<file path="src/rtl/xsig_pkg.sv">
// Shared definitions for the UART holding path.
// Assumes: trigger encodings only reach depths of 14 or more.
package xsig_pkg;

    typedef enum logic [1:0] {
        XM_OFF    = 2'd0,
        XM_SINGLE = 2'd1,
        XM_BLOCK  = 2'd2
    } xfer_mode_e;

    // Map the two trigger select bits to a byte count.
    function automatic int unsigned trig_bytes(input logic [1:0] sel);
        case (sel)
            2'b00:   return 1;
            2'b01:   return 4;
            2'b10:   return 8;
            default: return 14;
        endcase
    endfunction

endpackage

</file>
<file path="src/rtl/xsig_ctl.sv">
// Control word register and decode.
// Stores enable, block-mode and trigger select. Produces one-shot flush
// strobes and the next-state mode and trigger used by the registered outputs.
// Assumes: the control write is a single-cycle strobe.
module xsig_ctl
    import xsig_pkg::*;
#(
    parameter int LVL_W = 5
) (
    input  logic             clk,
    input  logic             rst_n,
    input  logic             wr,
    input  logic [7:0]       wdata,
    output logic             en_q,
    output logic             blk_q,
    output xfer_mode_e       mode_nxt,
    output logic [LVL_W-1:0] trig_nxt,
    output logic             clr_rx,
    output logic             clr_tx
);

    logic [1:0] sel_q;
    logic       en_nxt;
    logic       blk_nxt;
    logic [1:0] sel_nxt;
    logic       en_flip;

    // Store the persistent control fields.
    always_ff @(posedge clk) begin
        if (!rst_n) begin
            en_q  <= 1'b0;
            blk_q <= 1'b0;
            sel_q <= 2'b00;
        end else if (wr) begin
            en_q  <= wdata[0];
            blk_q <= wdata[3];
            sel_q <= wdata[7:6];
        end
    end

    // Decode next-state fields, flush strobes, mode and trigger.
    always_comb begin
        en_nxt  = wr ? wdata[0]   : en_q;
        blk_nxt = wr ? wdata[3]   : blk_q;
        sel_nxt = wr ? wdata[7:6] : sel_q;
        en_flip = wr && (wdata[0] != en_q);
        clr_rx  = (wr && wdata[1]) || en_flip;
        clr_tx  = (wr && wdata[2]) || en_flip;
        if (!en_nxt) begin
            mode_nxt = XM_OFF;
        end else if (blk_nxt) begin
            mode_nxt = XM_BLOCK;
        end else begin
            mode_nxt = XM_SINGLE;
        end
        trig_nxt = en_nxt ? LVL_W'(trig_bytes(sel_nxt)) : LVL_W'(1);
    end

endmodule

</file>
<file path="src/rtl/xsig_fifo.sv">
// Byte queue with a run-time capacity limit.
// Circular buffer of DEPTH entries. The usable capacity comes in on cap, so
// the same storage serves as a one-byte holding register. Push into a full
// queue and pop from an empty queue are refused; flush wins over both.
// Exposes the registered level and its next-state value.
// Assumes: 1 <= cap <= DEPTH, DEPTH >= 2.
module xsig_fifo #(
    parameter int DATA_W = 8,
    parameter int DEPTH  = 16,
    parameter int LVL_W  = $clog2(DEPTH + 1)
) (
    input  logic              clk,
    input  logic              rst_n,
    input  logic              clr,
    input  logic [LVL_W-1:0]  cap,
    input  logic              push,
    input  logic [DATA_W-1:0] push_data,
    input  logic              pop,
    output logic [DATA_W-1:0] pop_data,
    output logic [LVL_W-1:0]  level,
    output logic [LVL_W-1:0]  level_nxt
);

    localparam int PTR_W = $clog2(DEPTH);
    localparam logic [PTR_W-1:0] PTR_LAST = PTR_W'(DEPTH - 1);

    logic [DATA_W-1:0] mem [DEPTH];
    logic [PTR_W-1:0]  wr_ptr;
    logic [PTR_W-1:0]  rd_ptr;
    logic              push_ok;
    logic              pop_ok;

    // Decide which requests are taken and form the next level.
    always_comb begin
        push_ok   = push && !clr && (level < cap);
        pop_ok    = pop && !clr && (level != '0);
        level_nxt = level;
        if (clr) begin
            level_nxt = '0;
        end else if (push_ok && !pop_ok) begin
            level_nxt = level + LVL_W'(1);
        end else if (pop_ok && !push_ok) begin
            level_nxt = level - LVL_W'(1);
        end
    end

    // Write accepted bytes into storage.
    always_ff @(posedge clk) begin
        if (push_ok) begin
            mem[wr_ptr] <= push_data;
        end
    end

    // Advance pointers, level and the output byte.
    always_ff @(posedge clk) begin
        if (!rst_n) begin
            wr_ptr   <= '0;
            rd_ptr   <= '0;
            level    <= '0;
            pop_data <= '0;
        end else begin
            level <= level_nxt;
            if (clr) begin
                wr_ptr <= '0;
                rd_ptr <= '0;
            end else begin
                if (push_ok) begin
                    wr_ptr <= (wr_ptr == PTR_LAST) ? '0 : wr_ptr + PTR_W'(1);
                end
                if (pop_ok) begin
                    rd_ptr   <= (rd_ptr == PTR_LAST) ? '0 : rd_ptr + PTR_W'(1);
                    pop_data <= mem[rd_ptr];
                end
            end
        end
    end

endmodule

</file>
<file path="src/rtl/xsig_flags.sv">
// Registered ready, interrupt and status outputs.
// Every output is loaded from next-state levels and mode, so it changes at
// the same edge as the queue it describes. Keeps the block-mode receive
// flag, which sets at the trigger or on a time-out and clears on empty.
// Assumes: trigger is nonzero and levels never exceed DEPTH.
module xsig_flags
    import xsig_pkg::*;
#(
    parameter int DEPTH = 16,
    parameter int LVL_W = $clog2(DEPTH + 1)
) (
    input  logic             clk,
    input  logic             rst_n,
    input  xfer_mode_e       mode_nxt,
    input  logic [LVL_W-1:0] trig_nxt,
    input  logic [LVL_W-1:0] rx_lvl_nxt,
    input  logic [LVL_W-1:0] tx_lvl_nxt,
    input  logic             rx_timeout,
    input  logic             ser_busy,
    input  logic             rx_drop,
    input  logic             clr_rx,
    output logic             rx_rdy_n,
    output logic             tx_rdy_n,
    output logic             irq,
    output logic             thr_empty,
    output logic             tx_idle,
    output logic             rx_overrun
);

    localparam logic [LVL_W-1:0] LVL_FULL = LVL_W'(DEPTH);

    logic blk_flag_q;
    logic blk_flag_nxt;
    logic rx_has;
    logic tx_has;
    logic rx_at_trig;
    logic rx_rdy_n_nxt;
    logic tx_rdy_n_nxt;
    logic ovr_nxt;

    // Derive next-state output values from the next levels and mode.
    always_comb begin
        rx_has     = (rx_lvl_nxt != '0);
        tx_has     = (tx_lvl_nxt != '0);
        rx_at_trig = (rx_lvl_nxt >= trig_nxt);
        if (!rx_has) begin
            blk_flag_nxt = 1'b0;
        end else if (rx_at_trig || rx_timeout) begin
            blk_flag_nxt = 1'b1;
        end else begin
            blk_flag_nxt = blk_flag_q;
        end
        if (mode_nxt == XM_BLOCK) begin
            rx_rdy_n_nxt = !blk_flag_nxt;
            tx_rdy_n_nxt = (tx_lvl_nxt == LVL_FULL);
        end else begin
            rx_rdy_n_nxt = !rx_has;
            tx_rdy_n_nxt = tx_has;
        end
        if (clr_rx) begin
            ovr_nxt = 1'b0;
        end else begin
            ovr_nxt = rx_overrun || rx_drop;
        end
    end

    // Register every output.
    always_ff @(posedge clk) begin
        if (!rst_n) begin
            blk_flag_q <= 1'b0;
            rx_rdy_n   <= 1'b1;
            tx_rdy_n   <= 1'b0;
            irq        <= 1'b1;
            thr_empty  <= 1'b1;
            tx_idle    <= 1'b1;
            rx_overrun <= 1'b0;
        end else begin
            blk_flag_q <= blk_flag_nxt;
            rx_rdy_n   <= rx_rdy_n_nxt;
            tx_rdy_n   <= tx_rdy_n_nxt;
            irq        <= !tx_has || rx_at_trig;
            thr_empty  <= !tx_has;
            tx_idle    <= !tx_has && !ser_busy;
            rx_overrun <= ovr_nxt;
        end
    end

endmodule

</file>
<file path="src/rtl/uart_hold_path.sv">
// UART channel holding path: transmit and receive queues with ready,
// interrupt and status signalling.
// Joins the control decode, two capacity-limited queues and the output
// register stage. With the queues disabled each queue is capped at one byte.
// Assumes: all strobes are single-cycle and synchronous to clk.
module uart_hold_path
    import xsig_pkg::*;
#(
    parameter int DATA_W = 8,
    parameter int DEPTH  = 16
) (
    input  logic              clk,
    input  logic              rst_n,
    input  logic              ctl_wr,
    input  logic [7:0]        ctl_wdata,
    input  logic              host_tx_wr,
    input  logic [DATA_W-1:0] host_tx_data,
    input  logic              host_rx_rd,
    output logic [DATA_W-1:0] host_rx_data,
    input  logic              ser_rx_push,
    input  logic [DATA_W-1:0] ser_rx_data,
    input  logic              ser_rx_timeout,
    input  logic              ser_tx_pop,
    output logic [DATA_W-1:0] ser_tx_data,
    input  logic              ser_busy,
    output logic              rx_rdy_n,
    output logic              tx_rdy_n,
    output logic              irq,
    output logic              thr_empty,
    output logic              tx_idle,
    output logic              rx_overrun
);

    localparam int LVL_W = $clog2(DEPTH + 1);

    logic             en_q;
    logic             blk_q;
    xfer_mode_e       mode_nxt;
    logic [LVL_W-1:0] trig_nxt;
    logic             clr_rx;
    logic             clr_tx;
    logic [LVL_W-1:0] cap;
    logic [LVL_W-1:0] rx_lvl;
    logic [LVL_W-1:0] rx_lvl_nxt;
    logic [LVL_W-1:0] tx_lvl;
    logic [LVL_W-1:0] tx_lvl_nxt;
    logic             rx_drop;

    // Queue capacity and receive overrun detection.
    always_comb begin
        cap     = en_q ? LVL_W'(DEPTH) : LVL_W'(1);
        rx_drop = ser_rx_push && !clr_rx && (rx_lvl == cap);
    end

    xsig_ctl #(.LVL_W(LVL_W)) u_ctl (
        .clk      (clk),
        .rst_n    (rst_n),
        .wr       (ctl_wr),
        .wdata    (ctl_wdata),
        .en_q     (en_q),
        .blk_q    (blk_q),
        .mode_nxt (mode_nxt),
        .trig_nxt (trig_nxt),
        .clr_rx   (clr_rx),
        .clr_tx   (clr_tx)
    );

    xsig_fifo #(.DATA_W(DATA_W), .DEPTH(DEPTH), .LVL_W(LVL_W)) u_rxq (
        .clk       (clk),
        .rst_n     (rst_n),
        .clr       (clr_rx),
        .cap       (cap),
        .push      (ser_rx_push),
        .push_data (ser_rx_data),
        .pop       (host_rx_rd),
        .pop_data  (host_rx_data),
        .level     (rx_lvl),
        .level_nxt (rx_lvl_nxt)
    );

    xsig_fifo #(.DATA_W(DATA_W), .DEPTH(DEPTH), .LVL_W(LVL_W)) u_txq (
        .clk       (clk),
        .rst_n     (rst_n),
        .clr       (clr_tx),
        .cap       (cap),
        .push      (host_tx_wr),
        .push_data (host_tx_data),
        .pop       (ser_tx_pop),
        .pop_data  (ser_tx_data),
        .level     (tx_lvl),
        .level_nxt (tx_lvl_nxt)
    );

    xsig_flags #(.DEPTH(DEPTH), .LVL_W(LVL_W)) u_flags (
        .clk        (clk),
        .rst_n      (rst_n),
        .mode_nxt   (mode_nxt),
        .trig_nxt   (trig_nxt),
        .rx_lvl_nxt (rx_lvl_nxt),
        .tx_lvl_nxt (tx_lvl_nxt),
        .rx_timeout (ser_rx_timeout),
        .ser_busy   (ser_busy),
        .rx_drop    (rx_drop),
        .clr_rx     (clr_rx),
        .rx_rdy_n   (rx_rdy_n),
        .tx_rdy_n   (tx_rdy_n),
        .irq        (irq),
        .thr_empty  (thr_empty),
        .tx_idle    (tx_idle),
        .rx_overrun (rx_overrun)
    );

endmodule

</file>
<file path="config.mk">
export PLATFORM = sky130hd
export DESIGN_NAME = uart_hold_path
export DESIGN_NICKNAME = d
export VERILOG_FILES = /design/src/rtl/xsig_pkg.sv /design/src/rtl/xsig_ctl.sv /design/src/rtl/xsig_fifo.sv /design/src/rtl/xsig_flags.sv /design/src/rtl/uart_hold_path.sv
export SDC_FILE = /design/constraint.sdc
export NUM_CORES = 1
export LEC_CHECK = 0
export BUFFER_PORTS_ARGS = -buffer_cell sky130_fd_sc_hd__buf_2
export CORE_ASPECT_RATIO = 1.5
export CORE_UTILIZATION = 55
export CTS_CLUSTER_DIAMETER = 120
export CTS_CLUSTER_SIZE = 24
export DETAILED_ROUTE_END_ITERATION = 16
export PLACE_DENSITY_LB_ADDON = 0.2
export SKIP_CTS_REPAIR_TIMING = 1
export SYNTH_ARGS = -nofsm -noshare
export SYNTH_HDL_FRONTEND = slang
export SYNTH_HIERARCHICAL = 1
export SYNTH_SLANG_ARGS = --single-unit
</file>
<file path="constraint.sdc">
create_clock -name clk -period 2.89 [get_ports clk]
set_input_delay 0.1445 -clock clk [delete_from_list [all_inputs] [get_ports clk]]
set_output_delay 0.1445 -clock clk [all_outputs]
set_load 0.02 [all_outputs]
</file>
==> run_results.csv <==
group,metric,value,unit
outcome,violations,"negative hold slack",
job,maxCapViolCount,0,
hold_path,hp-class,"primary input to flip-flop",
clocking,cts_max_level,1,
detailed_routing,initialDrtViolationCount,455,
finish,final_cells,1224,
logic_synthesis,synth-main-ff-cell,"edfxtp_1",
worst_setup_path,criticalPathCategory,"flip-flop to flip-flop",
sta,finalCriticalPeriod,2812,ps
logic_synthesis,synth.most_common_cell,"edfxtp_1",
sta,drv_slew,0,
floorplan,die_x,128.3,um
sta,fmax,0.3556,GHz
clocking,cts_tree,"yes",
logic_synthesis,syn_inst,804,
clocking,clock_latency,500,ps
sta,max_slew_margin,0.5039,
logic_synthesis,syn_area_per_cell,16.37,sq um
worst_setup_path,path_buf_inv,1,
global_routing,antenna_found_initial,0,
worst_setup_path,end_kind,"flip-flop",
power,peakVddDrop,0.5948,mV
detailed_routing,drc,0,
worst_setup_path,critPathMaxStageDelay,540,ps
clocking,cts_root_buf,"clkbuf_16",
detailed_routing,wl_per_cell,21.35,um
sta,timing.hold.ws,-26.54,ps
logic_synthesis,yosys_register_bits,309,
worst_setup_path,required,3280,ps
finish,antenna_cells,0,
floorplan,core,0.02357,sq mm
logic_synthesis,synth_edf_count,256,
clocking,clockBufferDepth,3,
logic_synthesis,yosys.area.top_type,"edfxtp_1",
floorplan,dieArea,0.02457,sq mm
detailed_routing,wl,26130,um
worst_setup_path,worst-path-max-fanout,7,
worst_setup_path,r2r_slack,80,ps
worst_setup_path,cp-startpoint,"u_ctl/en_q",
finish,fin_nets,955,
worst_setup_path,critPathLaunchType,"flip-flop",
global_routing,first_global_vias,7575,
finish,n_fill_cell,1714,
logic_synthesis,synth_top_area_share,0.5839,
placement,place_inst,1189,
finish,drive_gt1_frac,0.2575,
global_routing,grt_overflow,0,
finish,seq_area,0.008755,sq mm
detailed_routing,firstDrtPassIters,6,
outcome,status,"finished, violations left",
global_routing,grt_pass1_wl,40720,um
floorplan,rows,69,
floorplan,ios,55,
power,powerDensity,545.0,mW/mm^2
detailed_routing,via_per_inst,5.859,
worst_setup_path,cpLargestDelayFamily,"simple AND/OR/NAND/NOR gates",
logic_synthesis,synth_area_leaders,"edfxtp_1 (58%), mux4_2 (10%), dfxtp_1 (8.1%)",
sta,worst_slew_pin_slew,742.7,ps
finish,multi_input_area,0.004170,sq mm
placement,placed_area,0.01402,sq mm
placement,dp_hpwl,17850,um
global_routing,track_usage,0.2196,
logic_synthesis,async_reset_ff_frac,0,
worst_setup_path,worstPathArrival,3200,ps
worst_setup_path,slowest_stage,"or4_1",
worst_setup_path,r2r_start,"u_ctl/en_q",
global_routing,grt_max_degree,37,
detailed_routing,antenna_left,0,
finish,stdcell_area,0.01466,sq mm
placement,port_buffers,52,
worst_setup_path,cp_cell_sequence,"xor2_1 -> o21a_2 -> a2111oi_4 -> buf_4 -> o21ai_1 -> nor4b_1 -> or4_4 -> or4_1 -> o21ai_2 -> a31oi_1",
logic_synthesis,synth_area,0.01317,sq mm
placement,place.gp.congestion,0.7887,
floorplan,initial_core_util,0.5586,
detailed_routing,vias,7171,
sta,finalHoldViolCount,2,
clocking,path_clk_slew,90,ps
logic_synthesis,ys_seq_area_frac,0.6645,
sta,setup_viol,0,
finish,synthToLayoutAreaGrowth,11.38,%
clocking,cts_sinks,309,
logic_synthesis,ys_types,74,
clocking,cts_buffers,16,
floorplan,fp.dieH,191.5,um
sta,finClkSkew,7.832,ps
sta,final.period_utilization,0.9731,
hold_path,hold_path.startpoint,"ctl_wdata[7]",
power,p_leak,0.004946,uW
logic_synthesis,yosysWarningCount,6,
logic_synthesis,synthTopCellsByCount,"edfxtp_1 (256), mux4_2 (59), dfxtp_1 (53)",
==> state kept, by name (all words and copies together), names as in the netlist, 2 cells and up <==
name            flops
u_txq/pop_data      8
u_txq/mem         128
u_txq/wr_ptr        4
u_rxq/mem         128
u_rxq/pop_data      8
u_rxq/level         5
u_rxq/rd_ptr        4
u_txq/rd_ptr        4
u_txq/level         5
u_rxq/wr_ptr        4
u_ctl/sel_q         2
==> path summary, 6_finish.rpt <==
path | end | depth (start not counted)
worst max register to register | u_flags/blk_flag_q | 10
worst max-delay path | u_flags/blk_flag_q | 10
worst min register to register | u_txq/pop_data[5] | 2
worst min-delay path | u_ctl/sel_q[1] | 3
==> power by group <==
| part | switching, uW | internal [uW] |
|---|---|---|
| registers | 32.5 | 4870 |
| clock network | 1310 | 1110 |
| logic | 381 | 280 |
| total | 1730 | 6260 |
==> logic make-up after synthesis <==
family	share of synthesized area
compound gates	0.06159
xor+xnor	0.006368
fa+ha+maj	0.02566
buf+inv	0.02823
flops	0.6645
mux	0.1385
other cells	0.0005704
simple gates	0.07461
==> layout by cell type, fill, tap and decap left out, types with 10 or more instances in the layout <==
cell | netlist | routed
inv_1 | 28 | 28
clkbuf_16 | 0 | 17
ha_1 | 27 | 24
a21oi_1 | 24 | 23
buf_4 | 3 | 50
edfxtp_1 | 256 | 256
nand3_1 | 16 | 15
mux2i_1 | 34 | 33
nand2_1 | 41 | 41
mux4_2 | 59 | 59
nand2b_1 | 14 | 12
nor2_1 | 44 | 42
nor2b_1 | 14 | 14
dfxtp_1 | 53 | 50
clkbuf_1 | 13 | 10
nor3_1 | 13 | 13
and3_1 | 14 | 14
buf_2 | 14 | 52
==> through the flow <==
stage / worst slack [ps] / hold slack, ps / power (uW) / setup TNS, ps / util
after global routing: -13.79 / 2.942 / 8260 / -13.79 / 0.6221
after global placement: 48.67 / 320.8 / 5600 / 0 / 0.5948
after floorplan: 25.44 / 222.0 / 5406 / 0 / -
final: 77.72 / -26.54 / 7991 / 0 / 0.6221
after CTS: -43.96 / -205.4 / 8029 / -43.96 / 0.6146
after detailed placement: -4.437 / 326.5 / 5626 / -4.437 / 0.5948
==> per-layer routing <==
layer,up-vias,track usage,share of wire
met5,-,0,0
met4,0,0.06606,0.026
met3,50,0.02183,0.029
met2,143,0.4289,0.57
met1,3675,0.2477,0.38
li1,3303,-,-
==> worst min-delay path: stages <==
cell and delay, ps:
buf_2 100, mux2i_1 90, nor2b_1 110
==> area by class of cell <==
| type | instances | area share |
|---|---|---|
| Clock inverter | 1 | 0.0003413 |
| Sequential cell | 309 | 0.5971 |
| Clock buffer | 27 | 0.03157 |
| Tap cell | 319 | 0.02722 |
| Timing Repair Buffer | 111 | 0.05171 |
| Inverter | 30 | 0.007680 |
| Multi-Input combinational cell | 427 | 0.2844 |
(Power assumes the default switching activity.)
